<file path="src/rtl/frac_div_pkg.sv">
package frac_div_pkg;

    typedef enum logic [1:0] {
        ST_LOAD    = 2'd0,
        ST_COUNT   = 2'd1,
        ST_STRETCH = 2'd2
    } fdiv_state_e;

    localparam int unsigned MIN_DIV = 2;

endpackage

</file>
<file path="src/rtl/frac_div_cfg.sv">
module frac_div_cfg #(
    parameter int unsigned DIV_W = 7,
    parameter int unsigned LEN_W = 3
) (
    input  logic                   clk_i,
    input  logic                   rst_ni,
    input  logic                   load_i,
    input  logic [DIV_W-1:0]       div_i,
    input  logic [LEN_W-1:0]       len_i,
    input  logic [(1<<LEN_W)-1:0]  pat_i,
    output logic [DIV_W-1:0]       div_o,
    output logic [LEN_W-1:0]       len_o,
    output logic [(1<<LEN_W)-1:0]  pat_o
);
    import frac_div_pkg::*;

    localparam int unsigned PAT_W = 1 << LEN_W;
    localparam logic [DIV_W-1:0] DIV_FLOOR = DIV_W'(MIN_DIV);

    logic [DIV_W-1:0] div_clamped;
    logic [PAT_W-1:0] pat_masked;

    assign div_clamped = (div_i < DIV_FLOOR) ? DIV_FLOOR : div_i;

    // Keep only entries 0..len; a zero length disables stretching entirely.
    for (genvar k = 0; k < PAT_W; k++) begin : g_mask
        assign pat_masked[k] = pat_i[k] && (len_i != '0) && (LEN_W'(k) <= len_i);
    end

    always_ff @(posedge clk_i) begin
        if (!rst_ni) begin
            div_o <= DIV_FLOOR;
            len_o <= '0;
            pat_o <= '0;
        end else if (load_i) begin
            div_o <= div_clamped;
            len_o <= len_i;
            pat_o <= pat_masked;
        end
    end

endmodule

</file>
<file path="src/rtl/frac_div_seq_fsm.sv">
module frac_div_seq_fsm #(
    parameter int unsigned DIV_W = 7,
    parameter int unsigned LEN_W = 3
) (
    input  logic                        clk_i,
    input  logic                        rst_ni,
    input  logic [DIV_W-1:0]            div_i,
    input  logic [LEN_W-1:0]            len_i,
    input  logic [(1<<LEN_W)-1:0]       pat_i,
    output logic                        load_o,
    output logic                        end_o,
    output frac_div_pkg::fdiv_state_e   st_o,
    output logic [DIV_W-1:0]            cnt_o,
    output logic [LEN_W-1:0]            idx_o,
    output logic                        tick_o
);
    import frac_div_pkg::*;

    fdiv_state_e      st_q, st_d;
    logic [DIV_W-1:0] cnt_q, cnt_d;
    logic [LEN_W-1:0] idx_q, idx_d;
    logic [DIV_W-1:0] last_cnt;
    logic             end_p;
    logic             load;

    assign last_cnt = div_i - 1'b1;

    // State register with its counter and pattern index.
    always_ff @(posedge clk_i) begin
        if (!rst_ni) begin
            st_q  <= ST_LOAD;
            cnt_q <= '0;
            idx_q <= '0;
        end else begin
            st_q  <= st_d;
            cnt_q <= cnt_d;
            idx_q <= idx_d;
        end
    end

    // Next state and period bookkeeping.
    always_comb begin
        st_d  = st_q;
        cnt_d = cnt_q;
        idx_d = idx_q;
        load  = 1'b0;
        end_p = 1'b0;
        unique case (st_q)
            ST_LOAD: begin
                load  = 1'b1;
                st_d  = ST_COUNT;
                cnt_d = '0;
                idx_d = '0;
            end
            ST_COUNT: begin
                if (cnt_q == last_cnt) begin
                    if (pat_i[idx_q]) begin
                        st_d = ST_STRETCH;
                    end else begin
                        end_p = 1'b1;
                    end
                end else begin
                    cnt_d = cnt_q + 1'b1;
                end
            end
            ST_STRETCH: begin
                end_p = 1'b1;
            end
            default: begin
                st_d = ST_LOAD;
            end
        endcase
        if (end_p) begin
            st_d  = ST_COUNT;
            cnt_d = '0;
            if (idx_q == len_i) begin
                idx_d = '0;
                load  = 1'b1;
            end else begin
                idx_d = idx_q + 1'b1;
            end
        end
    end

    // Output register: pulse in the cycle after a period's final cycle.
    always_ff @(posedge clk_i) begin
        if (!rst_ni) begin
            tick_o <= 1'b0;
        end else begin
            tick_o <= end_p;
        end
    end

    assign load_o = load;
    assign end_o  = end_p;
    assign st_o   = st_q;
    assign cnt_o  = cnt_q;
    assign idx_o  = idx_q;

endmodule

</file>
<file path="src/rtl/frac_clk_div.sv">
module frac_clk_div #(
    parameter int unsigned DIV_W = 7,
    parameter int unsigned LEN_W = 3
) (
    input  logic                   clk_i,
    input  logic                   rst_ni,
    input  logic [DIV_W-1:0]       div_int_i,
    input  logic [LEN_W-1:0]       seq_len_i,
    input  logic [(1<<LEN_W)-1:0]  seq_pat_i,
    output logic                   tick_o
);
    import frac_div_pkg::*;

    localparam int unsigned PAT_W = 1 << LEN_W;

    logic [DIV_W-1:0] div_act;
    logic [LEN_W-1:0] len_act;
    logic [PAT_W-1:0] pat_act;
    logic             cfg_load;
    logic             period_end;
    fdiv_state_e      fsm_st;
    logic [DIV_W-1:0] period_cnt;
    logic [LEN_W-1:0] seq_idx;

    frac_div_cfg #(
        .DIV_W (DIV_W),
        .LEN_W (LEN_W)
    ) u_cfg (
        .clk_i  (clk_i),
        .rst_ni (rst_ni),
        .load_i (cfg_load),
        .div_i  (div_int_i),
        .len_i  (seq_len_i),
        .pat_i  (seq_pat_i),
        .div_o  (div_act),
        .len_o  (len_act),
        .pat_o  (pat_act)
    );

    frac_div_seq_fsm #(
        .DIV_W (DIV_W),
        .LEN_W (LEN_W)
    ) u_fsm (
        .clk_i  (clk_i),
        .rst_ni (rst_ni),
        .div_i  (div_act),
        .len_i  (len_act),
        .pat_i  (pat_act),
        .load_o (cfg_load),
        .end_o  (period_end),
        .st_o   (fsm_st),
        .cnt_o  (period_cnt),
        .idx_o  (seq_idx),
        .tick_o (tick_o)
    );

endmodule

</file>
<file path="config.mk">
export PLATFORM = sky130hd
export DESIGN_NAME = frac_clk_div
export DESIGN_NICKNAME = d
export VERILOG_FILES = /design/src/rtl/frac_div_pkg.sv /design/src/rtl/frac_div_cfg.sv /design/src/rtl/frac_div_seq_fsm.sv /design/src/rtl/frac_clk_div.sv
export SDC_FILE = /design/constraint.sdc
export NUM_CORES = 1
export LEC_CHECK = 0
export ABC_AREA = 1
export ABC_CLOCK_PERIOD_IN_PS = 2800
export BUFFER_PORTS_ARGS = -buffer_cell sky130_fd_sc_hd__buf_2
export CAP_MARGIN = 20
export CORE_UTILIZATION = 40
export DETAILED_ROUTE_END_ITERATION = 6
export GPL_ROUTABILITY_DRIVEN = 0
export PLACE_DENSITY_LB_ADDON = 0.08
export SLEW_MARGIN = 40
export SYNTH_ARGS = -nofsm -noshare
export SYNTH_HDL_FRONTEND = slang
export SYNTH_SLANG_ARGS = --single-unit
</file>
<file path="constraint.sdc">
create_clock -name clk_i -period 2.8 [get_ports clk_i]
set_clock_uncertainty 0.2 [all_clocks]
set_input_delay 0.42 -clock clk_i [delete_from_list [all_inputs] [get_ports clk_i]]
set_output_delay 0.42 -clock clk_i [all_outputs]
set_load 0.05 [all_outputs]
</file>
==> results <==
- STA puts the critical path data required time at 2.82 ns.
- With fillers left out, the area of the finished cells amounts to 0.00215 mm2.
- The analysis attributes to cell leakage a power of 1.06 nW.
- For this block, the routed nets add up to 4.03 mm of wire.
- The number of pins exceeding their max-slew limit in the final report is 0.
- The count of endpoints failing setup in the final report is 0.
- The first detailed-routing pass ran for 4 iterations.
- The setup slack of the critical path after layout is 0.378 ns.
- Clock-pin slew was measured on the worst setup and hold paths at 0.06 ns.
- The sort of element at the end of the critical path is a flip-flop.
- The initial antenna violation count is 0.
- After detailed routing, the number of vias per cell comes to 4.77.
- The minimum hold slack is 0.240 ns.
- Of all cell types, the one taking the most synthesized area is sky130_fd_sc_hd__dfxtp_1.
- The number of design rule violations left after detail routing is 0.
- The die is 71.4 um tall.
- The post-synth net total is 322.
- The most common cell after layout, fill and taps aside is sky130_fd_sc_hd__nand2_1.
- The maximum single-stage delay on the critical path is 0.36 ns.
- The pin count of the biggest net entering global routing is 26.
- The total overflow left after global routing is 0.
- The power per standard cell area is 937 mW/mm2.
- The worst slew slack as a fraction of its limit is 0.782.
- Along the worst path, the maximum fanout reaches 25.
- The total number of yosys warnings is 0.
- The DRC violation total after the first TritonRoute iteration is 46.
- The critical path class is reg2reg.
- The detailed placer's ending HPWL is 3.05 mm.
- The combinational group share of total power is 0.481.
- The cell area after placement is 0.00205 mm2.
- The number of nets with antenna violations after routing is 0.
- The root buffer cell is sky130_fd_sc_hd__clkbuf_8.
- The area of the mapped netlist is 0.00192 mm2.
- The I/O pin count is 21.
- The first-pass GRT wire length is 7.29 mm.
- The fraction of the yosys area taken by sequential cells is 0.322.
- The slew of the pin with the lowest slew margin is 0.326 ns.
- Synthesis produced 296 cells.
- The number of core rows is 24.
- Of the post-synthesis cell area, the dominant cell type holds 0.322.
- The final cell count without fillers is 371.
- In the post-synthesis netlist, the biggest area contributors are sky130_fd_sc_hd__dfxtp_1, sky130_fd_sc_hd__nand2_1, sky130_fd_sc_hd__nor2_1, sky130_fd_sc_hd__nand3_1, sky130_fd_sc_hd__inv_1.
- The post-synthesis average cell area is 6.50 um2.
- Synthesis inferred 31 register bits.
- The overall track demand over capacity in global routing is 0.183.
- Setup repair after global routing left no endpoint under its margin.
- Once the clock tree was built, the setup fixing pass inserted 0 buffers.
- Dividing the final minimum period by the clock period gives 0.865.
- VDD sags by at most 0.439 mV.
- The worst setup path is launched from a flip-flop.
- The share of total power dissipated in the clock network is 0.195.
- TritonCTS created 5 clock buffers.
- On the critical path, the stage with the largest delay is an instance of sky130_fd_sc_hd__dfxtp_1.
- The number of different library cells used by synthesis comes to 32.
- The total area inside the core boundary comes to 0.00447 mm2.
- The number of antenna diodes is 0.
- The pre-CTS worst setup slack is 0.403 ns.
- The quantity of hold-fixing buffers added after cts is 0.
- The TritonCTS sink count is 31.
- The die is 71.4 um wide.
- TritonCTS built the clock tree.
- The total internal power is 1.12 mW.
- Derived from the worst setup path, the maximum achievable clock frequency is 413 MHz.
- The highest metal layer carrying signal wires in the routed design is met4.
- Walking the worst path, the cells encountered are inv_2, ha_1, nand2_1, inv_1, nor2_1, nand2_1, nor2_1, nand3_2, o21bai_4, nand2_4, nand2_8, nand2_4, nand2_2, nand2_1, nor2_1.
- The number of max-cap violations is 0.
- Post-CTS repair changed the size of 0 cells.
- The total net switching power is 894 uW.
- The wire length per cell is 10.9 um.
- The via count of the first global-routing pass is 1717.
- The maximum count of clock buffers along a single path is 2.
- The final number of hold-violating endpoints is 0.
- The sequential fraction of design power is 0.325.
- The count of fill cells added during filler insertion is 495.
- The post-route minimum period is 2.42 ns.
- At the end of the flow, the number of nets in the layout was 344.
- The worst min-delay path category is in2reg.
- The die covers 0.00509 mm2.
- The post-route setup TNS is 0 ns.
- The library cells used most frequently in the layout, excluding fill and tap cells, are sky130_fd_sc_hd__nand2_1, sky130_fd_sc_hd__nor2_1, sky130_fd_sc_hd__inv_1.
- For this block, wires on met1 add up to 1.92 mm.
- For this configuration, the core starts out at a cell density of 0.430.
- Buffers placed on the I/O ports in this run total 20.
- The worst path arrival time is 2.44 ns.
- The length of routed met3 wiring is 75 um.
- Detailed routing inserted a total of 1771 vias.
- Of the cells placed in the final design, the portion with a size suffix greater than 1 is 0.160.
- Clock latency on the worst-skew pair, taken at its later pin, is 0.28 ns.
- The CTS H-tree depth is 2.
- The area growth from synthesis to layout is 12.0%.
- The switching share of power is 0.443.
- After detailed placement, the design holds a cell count of 363.
- The total length of routed met2 wires is 1.96 mm.
- The flow ran to the end, and the final reports show no timing, DRC or antenna violations.
-- final timing paths --
check | startpoint | to | slack (ns) | cells past startpoint
max | u_cfg.div_o[0] | u_cfg.pat_o[2] | 0.38 | 15
min | div_int_i[1] | u_cfg.div_o[1] | 0.24 | 5
max reg2reg | u_cfg.div_o[0] | u_cfg.pat_o[2] | 0.38 | 15
min reg2reg | u_cfg.pat_o[4] | u_cfg.pat_o[4] | 0.28 | 2
-- routing by layer --
layer / track usage / vias up
li1: - / 967
met1: 0.203 / 780
met2: 0.342 / 17
met3: 0.0295 / 7
met4: 0.0800 / 0
met5: 0 / -
-- power groups by stage --
stage	Combinational [mW]	Clock, mW	Sequential, mW
final	0.970	0.394	0.655
after global routing	1.13	0.424	0.675
after CTS	0.981	0.398	0.657
after detailed placement	0.972	0	0.667
after global placement	0.968	0	0.664
after floorplan	0.844	0	0.640
-- stage by stage --
| step | total power, mW | utilization |
|---|---|---|
| CTS | 2.04 | 0.482 |
| global route | 2.23 | 0.482 |
| detailed placement | 1.64 | 0.459 |
| floorplan | 1.48 | - |
| global placement | 1.63 | 0.459 |
| finish | 2.02 | 0.482 |
-- cell type report --
type | count | area (um2) | share of cell area
Multi-Input combinational cell | 222 | 1130 | 0.523
Sequential cell | 31 | 621 | 0.288
Inverter | 38 | 143 | 0.0662
Clock buffer | 8 | 100 | 0.0465
Timing Repair Buffer | 20 | 100 | 0.0465
Tap cell | 52 | 65.1 | 0.0302
-- flip-flops by register name, indices dropped and copies added (netlist names) --
register,flops
u_cfg.pat_o,8
u_cfg.len_o,3
u_fsm.tick_o,1
u_fsm.idx_o,3
u_cfg.div_o,7
u_fsm.cnt_o,7
u_fsm.st_o,2
-- critical path: cells and delay by family (launching register included) --
kind,cells,cell delay (ns)
flops,1,0.36
fa+ha+maj,1,0.31
simple gates,11,1.18
buf+inv,2,0.10
compound gates,1,0.19
-- synthesized netlist by cell type --
cell type	number
sky130_fd_sc_hd__ha_1	6
sky130_fd_sc_hd__dfxtp_1	31
sky130_fd_sc_hd__o21ai_1	1
sky130_fd_sc_hd__a21boi_1	1
sky130_fd_sc_hd__nand3b_1	2
sky130_fd_sc_hd__clkinv_1	1
sky130_fd_sc_hd__a21oi_1	15
sky130_fd_sc_hd__inv_2	5
sky130_fd_sc_hd__xnor2_1	5
sky130_fd_sc_hd__xor2_1	3
sky130_fd_sc_hd__o21ai_0	4
sky130_fd_sc_hd__nor4_1	1
sky130_fd_sc_hd__nand3_1	31
sky130_fd_sc_hd__clkbuf_1	1
sky130_fd_sc_hd__a21boi_4	1
sky130_fd_sc_hd__nand2_2	10
sky130_fd_sc_hd__o211ai_1	1
sky130_fd_sc_hd__nand2_4	2
sky130_fd_sc_hd__buf_4	2
sky130_fd_sc_hd__nor2_1	49
sky130_fd_sc_hd__o21bai_4	1
sky130_fd_sc_hd__nor3_1	1
sky130_fd_sc_hd__nand3_2	1
sky130_fd_sc_hd__nor2_2	2
sky130_fd_sc_hd__nand4_1	1
sky130_fd_sc_hd__inv_1	32
sky130_fd_sc_hd__buf_6	1
sky130_fd_sc_hd__nor3b_1	1
sky130_fd_sc_hd__nand2_8	1
sky130_fd_sc_hd__buf_2	1
sky130_fd_sc_hd__nand2_1	81
sky130_fd_sc_hd__nand3_4	1
-- kinds of logic (layout without fill, tap and decap cells) --
| family | count (synthesis) | count (layout) | share of synthesized area |
|---|---|---|---|
| and+or+nand+nor | 184 | 184 | 0.430 |
| buffers and inverters | 43 | 66 | 0.0923 |
| DFF | 31 | 31 | 0.322 |
| AOI/OAI and AO/OA | 24 | 24 | 0.0793 |
| xor gates and xnor gates | 8 | 8 | 0.0364 |
| adders and majority gates | 6 | 6 | 0.0390 |
Note: power is estimated with default switching activity, not from simulation.
